<file path="config.mk">
export PLATFORM = sky130hd
export DESIGN_NAME = cmos_regbank
export DESIGN_NICKNAME = d
export VERILOG_FILES = /design/src/rtl/cmos_regbank_pkg.sv /design/src/rtl/cmos_csum_walker.sv /design/src/rtl/cmos_ctrl_regs.sv /design/src/rtl/cmos_regbank.sv
export SDC_FILE = /design/constraint.sdc
export NUM_CORES = 2
export LEC_CHECK = 0
export BUFFER_PORTS_ARGS = -buffer_cell sky130_fd_sc_hd__buf_2
export CORE_UTILIZATION = 55
export DETAILED_ROUTE_END_ITERATION = 6
export PLACE_DENSITY = 0.81
export SLEW_MARGIN = 25
export SYNTH_ARGS = -nofsm -noshare
export SYNTH_HDL_FRONTEND = slang
export SYNTH_SLANG_ARGS = --single-unit
</file>
<file path="constraint.sdc">
create_clock -name clk -period 4.75 [get_ports clk]
set_clock_uncertainty 0.15 [all_clocks]
set_input_delay 1.1875 -clock clk [delete_from_list [all_inputs] [get_ports clk]]
set_output_delay 1.1875 -clock clk [all_outputs]
set_load 0.01 [all_outputs]
</file>
<file path="src/rtl/cmos_regbank_pkg.sv">
package cmos_regbank_pkg;
  localparam int BYTE_W = 8;
  localparam int SUM_W  = 16;

  // widen a byte and add it into the running checksum
  function automatic logic [SUM_W-1:0] csum_add(input logic [SUM_W-1:0] acc,
                                                input logic [BYTE_W-1:0] b);
    return acc + {{(SUM_W-BYTE_W){1'b0}}, b};
  endfunction

  // host write to control byte A: bits 6:0 from the bus, update flag untouched
  function automatic logic [BYTE_W-1:0] keep_flag(input logic [BYTE_W-1:0] old_v,
                                                  input logic [BYTE_W-1:0] wd);
    return {old_v[BYTE_W-1], wd[BYTE_W-2:0]};
  endfunction

  // fold event pulses {periodic, alarm, update} into status byte C
  function automatic logic [BYTE_W-1:0] fold_events(input logic [BYTE_W-1:0] c_v,
                                                    input logic [2:0] ev);
    return (|ev) ? (c_v | {1'b1, ev, 4'h0}) : c_v;
  endfunction
endpackage

</file>
<file path="src/rtl/cmos_csum_walker.sv">
module cmos_csum_walker
  import cmos_regbank_pkg::*;
#(
  parameter int IDX_W = 7,
  parameter int FIRST = 16,
  parameter int LAST  = 45
) (
  input  logic              clk,
  input  logic              rst_n,
  input  logic              start,
  output logic [IDX_W-1:0]  rd_idx,
  input  logic [BYTE_W-1:0] rd_byte,
  output logic              busy,
  output logic              done,
  output logic [SUM_W-1:0]  sum
);
  logic [IDX_W-1:0] ptr;
  logic [SUM_W-1:0] acc;

  assign rd_idx = ptr;
  assign sum    = csum_add(acc, rd_byte);
  assign done   = busy && (ptr == IDX_W'(LAST));

  always_ff @(posedge clk) begin
    if (!rst_n) begin
      busy <= 1'b0;
      ptr  <= IDX_W'(FIRST);
      acc  <= '0;
    end else if (start) begin
      busy <= 1'b1;
      ptr  <= IDX_W'(FIRST);
      acc  <= '0;
    end else if (busy) begin
      acc <= sum;
      if (ptr == IDX_W'(LAST)) busy <= 1'b0;
      else                     ptr  <= ptr + 1'b1;
    end
  end
endmodule

</file>
<file path="src/rtl/cmos_ctrl_regs.sv">
module cmos_ctrl_regs
  import cmos_regbank_pkg::*;
#(
  parameter int              IDX_W = 7,
  parameter int              IDX_A = 10,
  parameter int              IDX_B = 11,
  parameter logic [7:0]      A_RST = 8'h26,
  parameter logic [7:0]      B_RST = 8'h02,
  parameter logic [7:0]      D_VAL = 8'h80
) (
  input  logic              clk,
  input  logic              rst_n,
  input  logic              wr_en,
  input  logic [IDX_W-1:0]  idx,
  input  logic [BYTE_W-1:0] wdata,
  input  logic              rd_c,
  input  logic              upd_start,
  input  logic              upd_end,
  input  logic [2:0]        evt,
  output logic [BYTE_W-1:0] reg_a,
  output logic [BYTE_W-1:0] reg_b,
  output logic [BYTE_W-1:0] reg_c,
  output logic [BYTE_W-1:0] reg_d,
  output logic              irq
);
  logic wr_a, wr_b, uip_n;
  logic [BYTE_W-1:0] a_n, c_n;

  assign wr_a  = wr_en && (idx == IDX_W'(IDX_A));
  assign wr_b  = wr_en && (idx == IDX_W'(IDX_B));
  assign reg_d = D_VAL;

  always_comb begin
    uip_n = reg_a[BYTE_W-1];
    if (upd_end)                         uip_n = 1'b0;
    if (upd_start && !reg_b[BYTE_W-1])   uip_n = 1'b1;
    if (wr_b && wdata[BYTE_W-1])         uip_n = 1'b0;
    a_n = wr_a ? keep_flag(reg_a, wdata) : reg_a;
    a_n[BYTE_W-1] = uip_n;
    c_n = fold_events(rd_c ? '0 : reg_c, evt);
  end

  always_ff @(posedge clk) begin
    if (!rst_n) begin
      reg_a <= A_RST;
      reg_b <= B_RST;
      reg_c <= '0;
      irq   <= 1'b0;
    end else begin
      reg_a <= a_n;
      if (wr_b) reg_b <= wdata;
      reg_c <= c_n;
      irq   <= (|evt) ? 1'b1 : (rd_c ? 1'b0 : irq);
    end
  end
endmodule

</file>
<file path="src/rtl/cmos_regbank.sv">
module cmos_regbank
  import cmos_regbank_pkg::*;
#(
  parameter int         IDX_W    = 7,
  parameter int         CK_FIRST = 16,
  parameter int         CK_LAST  = 45,
  parameter int         CK_HI    = 46,
  parameter int         CK_LO    = 47,
  parameter int         IDX_A    = 10,
  parameter logic [7:0] A_RST    = 8'h26,
  parameter logic [7:0] B_RST    = 8'h02,
  parameter logic [7:0] D_VAL    = 8'h80
) (
  input  logic              clk,
  input  logic              rst_n,
  input  logic              bus_addr,
  input  logic              bus_wr,
  input  logic              bus_rd,
  input  logic [7:0]        bus_wdata,
  output logic [7:0]        bus_rdata,
  input  logic              nv_wr,
  input  logic [IDX_W:0]    nv_idx,
  input  logic [7:0]        nv_wdata,
  output logic              nv_err,
  output logic              csum_busy,
  input  logic              upd_start,
  input  logic              upd_end,
  input  logic [2:0]        evt_flags,
  output logic [7:0]        reg_a_q,
  output logic [7:0]        reg_b_q,
  output logic              irq
);
  localparam int DEPTH = 1 << IDX_W;
  localparam int IDX_B = IDX_A + 1;
  localparam int IDX_C = IDX_A + 2;
  localparam int IDX_D = IDX_A + 3;

  logic [IDX_W-1:0]  idx_q;
  logic [BYTE_W-1:0] mem [DEPTH];
  logic [BYTE_W-1:0] reg_c, reg_d;

  // named internal events
  logic idx_wr, data_wr, data_rd, rd_c, is_ctrl;
  logic nv_ok, nv_bad, csum_start, csum_done;
  logic [IDX_W-1:0] walk_idx;
  logic [SUM_W-1:0] walk_sum;

  assign idx_wr     = bus_wr && !bus_addr;
  assign data_wr    = bus_wr && bus_addr;
  assign data_rd    = bus_rd && bus_addr;
  assign rd_c       = data_rd && (idx_q == IDX_W'(IDX_C));
  assign is_ctrl    = (idx_q >= IDX_W'(IDX_A)) && (idx_q <= IDX_W'(IDX_D));
  assign nv_bad     = nv_wr && nv_idx[IDX_W];
  assign nv_ok      = nv_wr && !nv_idx[IDX_W];
  assign csum_start = nv_ok && (nv_idx[IDX_W-1:0] >= IDX_W'(CK_FIRST))
                            && (nv_idx[IDX_W-1:0] <= IDX_W'(CK_LAST));

  cmos_ctrl_regs #(
    .IDX_W(IDX_W), .IDX_A(IDX_A), .IDX_B(IDX_B),
    .A_RST(A_RST), .B_RST(B_RST), .D_VAL(D_VAL)
  ) u_ctrl (
    .clk(clk), .rst_n(rst_n), .wr_en(data_wr), .idx(idx_q), .wdata(bus_wdata),
    .rd_c(rd_c), .upd_start(upd_start), .upd_end(upd_end), .evt(evt_flags),
    .reg_a(reg_a_q), .reg_b(reg_b_q), .reg_c(reg_c), .reg_d(reg_d), .irq(irq)
  );

  cmos_csum_walker #(.IDX_W(IDX_W), .FIRST(CK_FIRST), .LAST(CK_LAST)) u_walk (
    .clk(clk), .rst_n(rst_n), .start(csum_start), .rd_idx(walk_idx),
    .rd_byte(mem[walk_idx]), .busy(csum_busy), .done(csum_done), .sum(walk_sum)
  );

  always_ff @(posedge clk) begin
    if (!rst_n) begin
      idx_q  <= '0;
      nv_err <= 1'b0;
      for (int i = 0; i < DEPTH; i++) mem[i] <= '0;
    end else begin
      nv_err <= nv_bad;
      if (idx_wr) idx_q <= bus_wdata[IDX_W-1:0];
      if (data_wr && !is_ctrl) mem[idx_q] <= bus_wdata;
      if (nv_ok) mem[nv_idx[IDX_W-1:0]] <= nv_wdata;
      if (csum_done) begin
        mem[CK_HI] <= walk_sum[SUM_W-1:BYTE_W];
        mem[CK_LO] <= walk_sum[BYTE_W-1:0];
      end
    end
  end

  always_comb begin
    if (!bus_addr) bus_rdata = 8'hFF;
    else if (idx_q == IDX_W'(IDX_A)) bus_rdata = reg_a_q;
    else if (idx_q == IDX_W'(IDX_B)) bus_rdata = reg_b_q;
    else if (idx_q == IDX_W'(IDX_C)) bus_rdata = reg_c;
    else if (idx_q == IDX_W'(IDX_D)) bus_rdata = reg_d;
    else bus_rdata = mem[idx_q];
  end
endmodule

</file>
==> results.py <==
metrics = {
    "yosys": {
        "synth_flop_cell": "edfxtp_1",
        "synth_nets": 5439,
        "post_synth.cell_area_avg_sq_um": 12.1,
        "ys_ff_latch": 1090,
        "synth_edf_count": 1024,
        "synth_commonest_cells": "1,221 x nand2_1, 1,024 x edfxtp_1, 824 x o31ai_1",
        "synth_area_leader_cell": "edfxtp_1",
        "async_flop_share": 0,
        "synth_cells": 5393,
        "synth_area_leaders": "edfxtp_1 47%, mux4_2 20%, o31ai_1 9.5%",
        "synth_cell_types": 61,
        "yosysSeqAreaShare": 0.492,
        "yosys-mux-area-fraction": 0.215,
        "synth_xor_area_frac": 0.00390,
        "synth-adder-area-share": 0.00223,
        "synth_top_family_by_area": "multiplexers",
        "synth_compound_gate_area_share": 0.150,
        "synth_top_area_frac": 0.472,
        "synth_simple_gate_area_frac": 0.100,
        "synth.most_common_cell": "nand2_1",
        "syn_area_sq_um": 65100,
        "ys_warn_count": 0,
    },
    "cts": {
        "cts_hold_buf": 0,
        "worstSkewPairLatency_ns": 0.76,
        "path_clk_slew_ns": 0.07,
        "numCtsBuffers": 116,
        "cts_tree": "built",
        "root_buffer": "clkbuf_16",
        "clk_path_buf_depth": 3,
        "cts.sinks": 1090,
        "htree_levels": 3,
    },
    "die": {
        "die-area_sq_um": 120000,
        "core_area_sq_um": 117000,
        "dieHeight_microns": 346,
        "die_width_microns": 346,
        "start_util": 0.558,
        "pin_count": 62,
        "rows": 125,
    },
    "critical_path": {
        "critical_path.cell_chain": "buf_6, buf_12, clkbuf_16, mux4_2, a22oi_2, nand2_1, a22o_1, nor4_4, o211ai_1, buf_2",
        "cp.buffers_inverters": 4,
        "crit_fanout": 7,
        "slowest_stage": "mux4_2",
        "crit_path_start_kind": "flip-flop",
        "crit_family": "compound AO/OA/AOI/OAI gates",
        "cp_slowest_stage_delay_ns": 0.55,
        "critical_path_class": "reg2out",
        "arrival_ns": 3.72,
        "required_ns": 3.41,
        "end_kind": "output pin",
    },
    "drt": {
        "drt-vias-per-instance": 7.92,
        "wire_per_inst_microns": 37.3,
        "ant_nets": 0,
        "wl_microns": 268000,
        "firstDrtPassIters": 7,
        "drt_iter0_drc": 12700,
        "num_vias": 56900,
        "drc_errors": 8,
    },
    "final_layout": {
        "areaGrowthSynthToFinish_pct": 16.4,
        "nNetsFinal": 5597,
        "drive_gt1_frac": 0.284,
        "final_cell_area_sq_um": 75800,
    },
    "timing": {
        "fin_crit_sh": 1.06,
        "setup_viol": 23,
        "fin_ws_ns": -0.303,
        "timing.hold.ws_ns": 0.379,
        "maxSlewHeadroom": 0.180,
        "finalMaxSlewViolations": 0,
        "hold_viol": 0,
        "max_freq_ghz": 0.198,
        "fin_crit_ns": 5.05,
        "tightestPinTransition_ns": 1.22,
        "rsz0062_at_grt": "yes",
    },
    "pwr": {
        "swShare": 0.263,
        "p_int_mw": 17.3,
        "power_frac_comb": 0.126,
        "p_leak_nw": 23.9,
        "seq_power_share": 0.475,
        "ir_worst_vdd_uv": 297,
        "netSwitchingPower_mw": 6.19,
        "p_clk_frac": 0.399,
        "p_per_area_nw_per_um2": 310,
    },
    "place": {
        "place_congestion": 1.07,
        "dpl.hpwl_microns": 176000,
        "io_buffer_count": 61,
        "place_area_sq_um": 69400,
    },
    "grt": {
        "antenna_found_initial": 19,
        "first_global_vias": 52800,
        "grt_max_degree": 129,
        "grt-ovfl-total": 0,
        "grt_first_pass_wirelength_microns": 377000,
        "grt_usage": 0.437,
    },
    "outcome": {
        "violations": "DRC, setup timing",
        "status": "finished, violations left",
    },
    "job": {
        "cap_violations": 0,
    },
    "worst_hold_path": {
        "hold_class": "reg2reg",
    },
}
[path summary, 6_finish.rpt]
| kind | startpoint | endpoint | slack (ns) | depth (start not counted) |
|---|---|---|---|---|
| worst max-delay path | flip-flop | bus_rdata[7] | -0.30 | 10 |
| worst min-delay path | u_ctrl.reg_c[5] | u_ctrl.reg_c[5] | 0.38 | 2 |
| worst max register to register | flip-flop | mem[46][4] | -0.16 | 16 |
| worst min register to register | u_ctrl.reg_c[5] | u_ctrl.reg_c[5] | 0.38 | 2 |
[registers in the layout, indices dropped and copies added, names as in the netlist, named ones only]
name,flops
mem,1024
u_walk.acc,16
u_ctrl.reg_a,8
u_ctrl.reg_b,8
idx_q,7
u_walk.rd_idx,7
u_ctrl.reg_c,3
nv_err,1
u_ctrl.irq,1
u_walk.busy,1
[worst register-to-register path: cells and delay by family, from the launching register on]
family	cells	cell delay [ns]
multiplexers	4	2.01
AO/OA/AOI/OAI	5	0.91
buffers and inverters	4	0.51
flip-flops	1	0.41
adder cells (fa/ha/maj)	1	0.37
XOR/XNOR	1	0.16
AND/OR/NAND/NOR	1	0.12
[what timing repair did]
item | 4_1_cts | 5_1_grt
pin swaps | 45 | 60
buffers inserted | 44 | 42
gates cloned | 18 | 4
setup endpoints to repair | 22 | 28
resized for setup | 147 | 126
[per-stage QoR]
| stage | power [mW] | setup WS (ns) | instances | setup TNS [ns] | utilization |
|---|---|---|---|---|---|
| finish | 23.5 | -0.303 | 7180 | -3.19 | 0.649 |
| global route | 23.8 | -0.259 | 7172 | -3.14 | 0.649 |
| CTS | 23.1 | -0.130 | 7128 | -1.13 | 0.640 |
| detailed placement | 13.8 | -0.226 | 6852 | -1.52 | 0.594 |
| global placement | 13.8 | -0.212 | 6852 | -1.31 | 0.594 |
| floorplan | 12.6 | 0.00117 | 5393 | 0 | - |
[layout make-up]
type / count / area, sq um
diodes: 8 / 20.0
clock buffers: 144 / 3080
clock inverters: 71 / 718
fillers: 8104 / 41000
inverters: 20 / 75.1
multi-input cells: 3692 / 31700
flip-flops and latches: 1090 / 32100
well taps: 1524 / 1910
repair buffers: 631 / 6160
[cells in the final DEF (no fill, tap or decap), types with 20 or more instances in the layout]
cell type | Yosys | final
nor2_1 | 192 | 175
buf_16 | 0 | 22
buf_2 | 55 | 49
clkbuf_1 | 449 | 24
nand2_1 | 1221 | 1201
nand3_1 | 39 | 34
nor2b_1 | 48 | 45
a21oi_1 | 93 | 69
clkbuf_16 | 0 | 123
clkinv_1 | 0 | 26
buf_6 | 1 | 28
and2_1 | 36 | 36
mux2_2 | 25 | 20
mux4_2 | 587 | 587
buf_4 | 2 | 449
dfxtp_1 | 66 | 57
o21ai_0 | 197 | 182
mux2i_1 | 48 | 47
o221ai_1 | 92 | 88
a22oi_2 | 0 | 41
buf_12 | 0 | 66
edfxtp_1 | 1024 | 1024
a22oi_1 | 98 | 57
o31ai_1 | 824 | 824
[kinds of logic after synthesis]
group                    after synthesis
AO/OA/AOI/OAI                       1376
XOR/XNOR                              29
adder cells (fa/ha/maj)               11
buffers and inverters                611
flip-flops                          1090
multiplexers                         660
AND/OR/NAND/NOR                     1616
[routing by layer]
layer | up-vias | wire, microns | track usage
met4 | 22 | 24100 | 0.279
met1 | 26900 | 81800 | 0.550
li1 | 21800 | - | -
met5 | - | 134 | 0
met2 | 6601 | 110000 | 0.621
met3 | 1638 | 51600 | 0.186
[power by group through the flow]
stage | Combinational [mW] | Sequential (mW) | Clock (mW)
3_3_place_gp | 2.45 | 11.3 | 0
6_report | 2.97 | 11.2 | 9.38
3_5_place_dp | 2.49 | 11.3 | 0
2_1_floorplan | 1.49 | 11.1 | 0
4_1_cts | 2.69 | 11.1 | 9.26
5_1_grt | 2.94 | 11.2 | 9.64
Power figures use the tool's default switching activity.
